===== src/rtl/clk_source_ctrl.sv =====
module clk_source_ctrl #(
  parameter int NREQ = 4,
  parameter int PRE_MAX = 8,
  parameter int SEC_MAX = 64
) (
  input  logic            clk,
  input  logic            rst_n,
  input  logic            osc_clk,
  input  logic            ext_clk,
  input  logic            pwr_down,
  input  logic            pd_en,
  input  logic            force_on,
  input  logic            sel_ext,
  input  logic            mtx_en,
  input  logic [1:0]      pre_sel,
  input  logic [2:0]      sec_sel,
  input  logic [NREQ-1:0] dly_req,
  output logic            osc_en,
  output logic            matrix_clk,
  output logic            periph_clk
);
  localparam int PRE_W = $clog2(PRE_MAX);
  localparam int SEC_W = $clog2(SEC_MAX);

  logic             pd_act, want_on;
  logic             src, src_d, src_rise;
  logic [PRE_W:0]   pre_n;
  logic [PRE_W-1:0] pre_cnt, pre_nxt;
  logic [SEC_W:0]   sec_n;
  logic [SEC_W-1:0] sec_cnt, sec_nxt;
  logic             pre_d, pre_rise, sec_out;

  assign pd_act  = pd_en & pwr_down;
  assign want_on = force_on | (|dly_req);

  always_ff @(posedge clk or negedge rst_n)
    if (!rst_n) osc_en <= 1'b0;
    else        osc_en <= ~pd_act & want_on;

  assign src      = sel_ext ? ext_clk : osc_clk;
  assign src_rise = src & ~src_d;
  assign pre_n    = (PRE_W+1)'(1) << pre_sel;
  assign pre_nxt  = ({1'b0, pre_cnt} >= pre_n - 1'b1) ? '0 : pre_cnt + 1'b1;

  always_ff @(posedge clk or negedge rst_n)
    if (!rst_n) begin
      src_d <= 1'b0; pre_cnt <= '0; periph_clk <= 1'b0;
    end else if (!osc_en) begin
      src_d <= 1'b0; pre_cnt <= '0; periph_clk <= 1'b0;
    end else begin
      src_d <= src;
      if (pre_n == 1) periph_clk <= src;
      else if (src_rise) begin
        pre_cnt <= pre_nxt;
        if (pre_nxt == '0)                       periph_clk <= 1'b1;
        else if ({1'b0, pre_nxt} == (pre_n >> 1)) periph_clk <= 1'b0;
      end
    end

  always_comb
    case (sec_sel)
      3'd0:    sec_n = (SEC_W+1)'(1);
      3'd1:    sec_n = (SEC_W+1)'(2);
      3'd2:    sec_n = (SEC_W+1)'(3);
      3'd3:    sec_n = (SEC_W+1)'(4);
      3'd4:    sec_n = (SEC_W+1)'(8);
      3'd5:    sec_n = (SEC_W+1)'(12);
      3'd6:    sec_n = (SEC_W+1)'(24);
      default: sec_n = (SEC_W+1)'(SEC_MAX);
    endcase

  assign pre_rise = periph_clk & ~pre_d;
  assign sec_nxt  = ({1'b0, sec_cnt} >= sec_n - 1'b1) ? '0 : sec_cnt + 1'b1;

  always_ff @(posedge clk or negedge rst_n)
    if (!rst_n) begin
      pre_d <= 1'b0; sec_cnt <= '0; sec_out <= 1'b0;
    end else if (!osc_en) begin
      pre_d <= 1'b0; sec_cnt <= '0; sec_out <= 1'b0;
    end else begin
      pre_d <= periph_clk;
      if (sec_n == 1) sec_out <= periph_clk;
      else if (pre_rise) begin
        sec_cnt <= sec_nxt;
        if (sec_nxt == '0)                       sec_out <= 1'b1;
        else if ({1'b0, sec_nxt} == (sec_n >> 1)) sec_out <= 1'b0;
      end
    end

  assign matrix_clk = sec_out & mtx_en;
endmodule


===== config.mk =====
export PLATFORM = sky130hd
export DESIGN_NAME = clk_source_ctrl
export DESIGN_NICKNAME = d
export VERILOG_FILES = /design/src/rtl/clk_source_ctrl.sv
export SDC_FILE = /design/constraint.sdc
export NUM_CORES = 1
export LEC_CHECK = 0
export BUFFER_PORTS_ARGS = -buffer_cell sky130_fd_sc_hd__buf_2
export CORE_ASPECT_RATIO = 0.8
export CORE_MARGIN = 2
export CORE_UTILIZATION = 35
export CTS_CLUSTER_SIZE = 10
export DETAILED_ROUTE_END_ITERATION = 10
export GPL_ROUTABILITY_DRIVEN = 0
export GPL_TIMING_DRIVEN = 0
export PLACE_DENSITY = 0.64
export SLEW_MARGIN = 20
export SYNTH_ARGS = -nofsm -noshare
export SYNTH_HDL_FRONTEND = slang
export SYNTH_SLANG_ARGS = --single-unit

===== constraint.sdc =====
create_clock -name clk -period 2.2 [get_ports clk]
set_input_delay 0.66 -clock clk [delete_from_list [all_inputs] [get_ports clk]]
set_output_delay 0.66 -clock clk [all_outputs]
set_load 0.01 [all_outputs]

==> parameters.txt, run 1 <==
Parameter                              Value

Floorplan
  Die Ht    ~60 um
  Floorplan die area    0.00444 mm^2
  Die X-Extent    74.0 um
  Row count    20
  Core outline area    0.00378 mm^2
  Io pins    21
  Initial core utilization    0.363

STA
  Final hold violation count    0
  Max-slew headroom    0.626
  Worst hold margin    299 ps
  Post-route setup TNS    -4650 ps
  Max Transition Viols Final    0
  Endpoints failing setup    7
  Pin slew with the least headroom to its limit    between 500 and 600 ps
  Final Cycle Share    1.36
  Setup repair after global routing missed its margin    yes
  Clock period minus final worst setup slack    2980 ps
  Layout Skew    3.35 ps
  Highest Clock Rate    approximately 340 MHz
  Minimum setup slack in the final design    -784 ps

Detailed routing
  Via density    around 5.1
  Total via count in the routed design    between 1000 and 1500
  Drt total wl    3.18 mm
  Remaining number of nets flagged by the antenna check after routing    0
  Final routed DRC violation total    0
  Count of TritonRoute iterations in the first routing pass    4
  Violation count after the first detailed-routing iteration    88
  Wire length per cell    roughly 13 um

Finish
  Area of all sequential standard cells    350 um^2
  Most frequent cells in the layout    buf_2, dfrtp_1, nand2_1
  Fin cells    250
  Layout area overhead    33.2%
  Area taken by multi-input logic gates    0.00107 mm^2
  Area of all placed cells without fillers    0.00183 mm^2
  Antenna fix cells    0
  Most frequent standard cell in the layout excluding fill and tap cells    buf_2
  Share of layout cells above drive strength 1    0.349
  Final Net Count    roughly 230
  Total of fill cells in the finished design    ~350

Min path
  Worst min path class    input pin to asynchronous set/reset pin

Critical path
  Data required time of the worst path    2330 ps
  Top fanout value on the critical path    6
  Number of cells on the worst reg-to-reg path    8
  RR Startpoint    sec_cnt[0]
  Crit path capture type    flip-flop
  Source of the critical timing path    sec_sel[2]
  Worst Setup Path Type    input pin to flip-flop
  Arrival @ worst endpoint    approximately 3100 ps
  Kind of start point of the critical path    input pin
  Register-to-Register Setup Slack    -150 ps
  CP endpoint    sec_out
  End of the worst register-to-register path    sec_out

Power and ir drop
  Peak supply drop    0.317 mV
  Power per Cell Area    622 mW/mm^2
  Power dissipated by switching net loads    approximately 0.43 mW
  Switching power as a share of total power    0.378
  Leakage Power    approximately 0.8 nW
  Proportion of power drawn by combinational gates    0.466
  Cell internal pwr    slightly above 0.7 mW
  Clk network pwr share    0.218
  Sequential fraction of design power    0.316

CTS
  Max clock buf depth    2
  Number of H-tree levels    1
  TritonCTS clock tree    yes
  Number of clock sinks    14
  Hold bufs inserted after CTS    0
  Clock-pin transition on the worst setup and hold timing paths    60 ps
  Clock Latency Late Sink    250 ps
  Number of buffers created by CTS    3
  CTS root buffer    clkbuf_8

Yosys
  FF+latch count, synth    14
  Number of warning messages in the yosys log    0
  Number of distinct library cell variants in the gate-level netlist after synthesis    53
  Post-synthesis cell area    0.00137 mm^2
  Average size of a mapped cell    8.42 um^2
  Sequential element share of the synthesized area    0.255
  Net count after synthesis    194
  Post-Syn Instances    163

Status
  Status    finished with violations
  Violated checks    negative setup slack

Placed design
  Buffers on Ports    18
  Sum of net half-perimeters after detailed placement    ~2.2 mm
  Cell count after placement    236
  Instance area at placement    around 0.0016 mm^2

GRT
  Via count of the first global-routing pass    between 1000 and 1500
  First-pass GRT wire length    5.14 mm
  Aggregate global-route resource usage    0.150
  Pin count of the biggest net entering global routing    15
  Number of antenna violations at the first check in global routing    0
  Remaining global-route overflow    0

Flow run
  Number of max-cap violations    0
layout make-up:
class | count | share of cell area
repair buffers | 28 | 0.101
well taps | 55 | 0.0376
inverters | 9 | 0.0185
clock buffers | 4 | 0.0301
flip-flops and latches | 14 | 0.192
plain buffers | 7 | 0.0383
multi-input cells | 133 | 0.583
Yosys cell counts (all sizes together):
master / count / area [um^2]
o21a: 1 / 7.51
xor2: 6 / 60.1
o21ai: 7 / 38.8
a21oi: 12 / 63.8
a21o: 4 / 30.0
o41ai: 1 / 8.76
or3: 1 / 6.26
clkbuf: 2 / 7.51
nor3: 10 / 50.1
a2111oi: 1 / 8.76
a21boi: 2 / 15.0
nor3b: 1 / 12.5
buf: 5 / 43.8
a22oi: 2 / 15.0
or2: 1 / 6.26
o21bai: 1 / 7.51
o311a: 1 / 10.0
inv: 9 / 33.8
a221o: 1 / 10.0
nand2: 14 / 60.1
nand4: 1 / 6.26
nor2: 7 / 26.3
xnor2: 2 / 17.5
a31oi: 2 / 12.5
o211ai: 1 / 7.51
a32oi: 1 / 8.76
mux2i: 2 / 20.0
nand3: 8 / 45.0
o221ai: 1 / 8.76
and2: 6 / 41.3
nand3b: 1 / 7.51
or4b: 1 / 10.0
a41oi: 1 / 8.76
nand2b: 4 / 25.0
dfrtp: 14 / 350
and3: 3 / 25.0
nor2b: 8 / 50.1
ha: 13 / 163
o32ai: 1 / 8.76
o31ai: 4 / 35.0
logic make-up (layout without fill, tap and decap cells):
group,count (synthesis),after routing,synth area share
AO/OA/AOI/OAI,44,44,0.222
XOR/XNOR,8,8,0.0565
adder cells (fa/ha/maj),13,13,0.119
buffers and inverters,16,48,0.0620
flip-flops,14,14,0.255
multiplexers,2,2,0.0146
AND/OR/NAND/NOR,66,66,0.271
layer usage:
metal  part of all wire  global-route usage  routed length (um)
met5                  0                   0                   0
met4              0.011              0.0364                  36
met3              0.049              0.0337                 157
met2               0.45               0.219                1440
met1               0.49               0.223                1550
worst min path at each step:
stage                 end  slack (ps)  depth (start not counted)   from
4_1_cts            osc_en         310                          1  rst_n
3_5_place_dp       osc_en         570                          1  rst_n
5_1_grt        pre_cnt[2]         320                          1  rst_n
6_report       pre_cnt[0]         300                          1  rst_n
2_1_floorplan      osc_en         360                          0  rst_n
3_3_place_gp   pre_cnt[2]         570                          1  rst_n
worst max-delay path: stages:
cell	delay (ps)
buf_12	100
buf_8	110
buf_4	150
xor2_1	230
nand2_1	100
xor2_1	150
ha_1	290
a21o_1	160
a31oi_1	180
o21ai_2	100
and2_4	180
o311a_1	350
a221o_1	350
registers in the layout (all words and copies together), names as in the netlist:
name and cells:
osc_en 1, periph_clk 1, pre_cnt 3, pre_d 1, sec_cnt 6, sec_out 1, src_d 1
through the flow:
stage	setup slack, ps	power [mW]	util
CTS	-840	1.09	0.460
global route	-864	1.24	0.484
detailed placement	-1360	0.801	0.415
global placement	-1340	0.795	0.415
finish	-784	1.14	0.484
floorplan	-937	0.688	-
power by group through the flow:
stage	registers [mW]	clock network, mW	logic, mW
finish	0.359	0.248	0.530
global route	0.369	0.268	0.599
CTS	0.356	0.255	0.476
detailed placement	0.360	0	0.442
global placement	0.359	0	0.436
floorplan	0.343	0	0.344
timing repair:
action	CTS	global route
endpoints found under the hold margin	0	0
resized for setup	12	16
gates cloned	0	0
pin swaps	12	10
buffers inserted	9	1
setup endpoints to repair	8	10
No activity file was read; power rests on OpenSTA's default activity.
==> run 2, diff against run 1 <==
--- a/config.mk
+++ b/config.mk
@@ -12,7 +12,6 @@
 export CTS_CLUSTER_SIZE = 10
 export DETAILED_ROUTE_END_ITERATION = 10
 export GPL_ROUTABILITY_DRIVEN = 0
-export GPL_TIMING_DRIVEN = 0
 export PLACE_DENSITY = 0.64
 export SLEW_MARGIN = 20
 export SYNTH_ARGS = -nofsm -noshare
==> run 2 against run 1 <==
  * The run still ends with negative setup slack left
  * Count of clock-buffer cells in the layout did not move
  * Utilization rose by 2.7 points
  * Flip-flop and latch count did not move
  * Worst hold slack got worse by 2.5 ps
  * Die area did not move
  * Clock skew rose by 1.8 ps
==> parameters.txt, run 2 (synthesis gave the netlist of run 1 again) <==
Parameter                              Value

CTS
  CTS root buffer    clkbuf_8
  Clock-pin transition on the worst setup and hold timing paths    about 60 ps
  TritonCTS clock tree    yes
  Max clock buf depth    2
  Number of clock sinks    14
  Number of H-tree levels    1
  Clock Latency Late Sink    250 ps
  Hold bufs inserted after CTS    0
  Number of buffers created by CTS    3

Critical path
  Worst path top cell family by delay    compound AO/OA/AOI/OAI gates
  Master of the slowest instance on the critical path    ha_4
  Kind of start point of the critical path    input pin
  Data required time of the worst path    2330 ps
  Arrival @ worst endpoint    2970 ps
  Number of cells on the worst reg-to-reg path    6
  RR Startpoint    sec_cnt[2]
  Delay of the slowest critical-path stage    270 ps
  Cell-by-cell listing of the critical path    buf_6, xor2_1, nand2b_1, ha_4, nor2b_4, a21oi_2, a21o_1, ha_4, nand3_2, o21ai_2, and2_4, buf_6, o221ai_1, o21a_1, a221o_1
  Register-to-Register Setup Slack    110 ps
  WP buf/inv    2
  End of the worst register-to-register path    sec_out
  Worst Setup Path Type    input pin to flip-flop
  Top fanout value on the critical path    7
  Crit path capture type    flip-flop

Floorplan
  Initial core utilization    0.363
  Core outline area    between 0.003 and 0.004 mm^2
  Floorplan die area    approximately 0.0044 mm^2
  Io pins    21
  Die Ht    60.0 um
  Die X-Extent    roughly 74 um
  Row count    20

STA
  Final Cycle Share    1.29
  Final hold violation count    0
  Pin slew with the least headroom to its limit    500 ps
  Minimum setup slack in the final design    -636 ps
  Max-slew headroom    0.657
  Clock period minus final worst setup slack    2840 ps
  Layout Skew    5.12 ps
  Highest Clock Rate    353 MHz
  Setup repair after global routing missed its margin    yes
  Endpoints failing setup    7
  Max Transition Viols Final    0
  Worst hold margin    slightly below 300 ps

Finish
  Area taken by multi-input logic gates    approximately 0.0011 mm^2
  Regs by FF count    sec_cnt (6), pre_cnt (3)
  Most frequent cells in the layout    buf_4, buf_2, dfrtp_1
  Total of fill cells in the finished design    346
  Share of the core filled with cells in the final layout    0.511
  Share of layout cells above drive strength 1    0.404
  Layout area overhead    40.7%
  Antenna fix cells    0
  Final Net Count    245
  Max FFs per register    6
  Most frequent standard cell in the layout excluding fill and tap cells    buf_4
  Area of all placed cells without fillers    0.00193 mm^2
  Area of all sequential standard cells    350 um^2
  Register with the highest flop count    sec_cnt

Min path
  Worst min path class    input pin to asynchronous set/reset pin

Detailed routing
  Remaining number of nets flagged by the antenna check after routing    0
  Final routed DRC violation total    0
  Violation count after the first detailed-routing iteration    between 80 and 90
  Via density    5.07
  Total via count in the routed design    approximately 1400
  Count of TritonRoute iterations in the first routing pass    4
  Drt total wl    3.30 mm
  Wire length per cell    12.3 um

Placed design
  Buffers on Ports    20
  Instance area at placement    0.00174 mm^2
  Placement-stage worst setup slack    -998 ps
  Sum of net half-perimeters after detailed placement    2.51 mm

GRT
  First-pass GRT wire length    ~5.5 mm
  Pin count of the biggest net entering global routing    15
  Via count of the first global-routing pass    1194
  Aggregate global-route resource usage    0.161
  Remaining global-route overflow    0
  Number of antenna violations at the first check in global routing    0

Power and ir drop
  Peak supply drop    0.371 mV
  Power per Cell Area    around 620 mW/mm^2
  Leakage Power    around 0.90 nW

Flow run
  Number of max-cap violations    0

Status
  Status    finished with violations
  Violated checks    negative setup slack
-- run 2: changes by cell type in the layout (fill, tap and decap cells not counted), sizes merged --
| cell | delta |
|---|---|
| clkbuf | -2 |
| buf | +20 |
-- run 2: worst max-delay path by stage --
| stage | slack [ps] | from | to | cells past startpoint |
|---|---|---|---|---|
| 2_1_floorplan | -940 | sec_sel[0] | sec_out | 16 |
| 3_3_place_gp | -940 | sec_sel[0] | sec_out | 14 |
| 3_5_place_dp | -1000 | sec_sel[0] | sec_out | 14 |
| 4_1_cts | -620 | sec_sel[0] | sec_cnt[2] | 14 |
| 5_1_grt | -710 | sec_sel[1] | sec_out | 16 |
| 6_report | -640 | sec_sel[1] | sec_out | 15 |
-- run 2: where the power goes --
group / internal, mW / total [mW] / switching [mW]
Combinational: 0.296 / 0.610 / 0.315
Sequential: 0.300 / 0.343 / 0.0438
Clock: 0.158 / 0.248 / 0.0900
Total: 0.754 / 1.20 / 0.449
-- run 2: layout make-up --
cell class / instances / share of cell area
clock buffers: 4 / 0.0285
multi-input cells: 133 / 0.544
well taps: 55 / 0.0356
repair buffers: 53 / 0.192
flip-flops and latches: 14 / 0.181
inverters: 9 / 0.0175
-- run 2: repair_timing --
action / CTS / global route
gates resized for setup: 14 / 9
setup buffers: 4 / 0
endpoints found under the setup margin: 7 / 9
pin swaps: 13 / 7
-- run 2: routing by layer --
metal / share of wire / up-vias / global-route usage
li1: - / 688 / -
met1: 0.51 / 643 / 0.238
met2: 0.45 / 25 / 0.245
met3: 0.033 / 2 / 0.0320
met4: 0.0036 / 0 / 0.0260
met5: 0 / - / 0
-- run 2: through the flow --
stage	TNS, ps	cells	power (mW)
4_1_cts	-3820	268	1.16
5_1_grt	-4450	268	1.29
2_1_floorplan	-4860	163	0.688
6_report	-3840	268	1.20
3_3_place_gp	-5610	260	0.859
3_5_place_dp	-5960	260	0.864
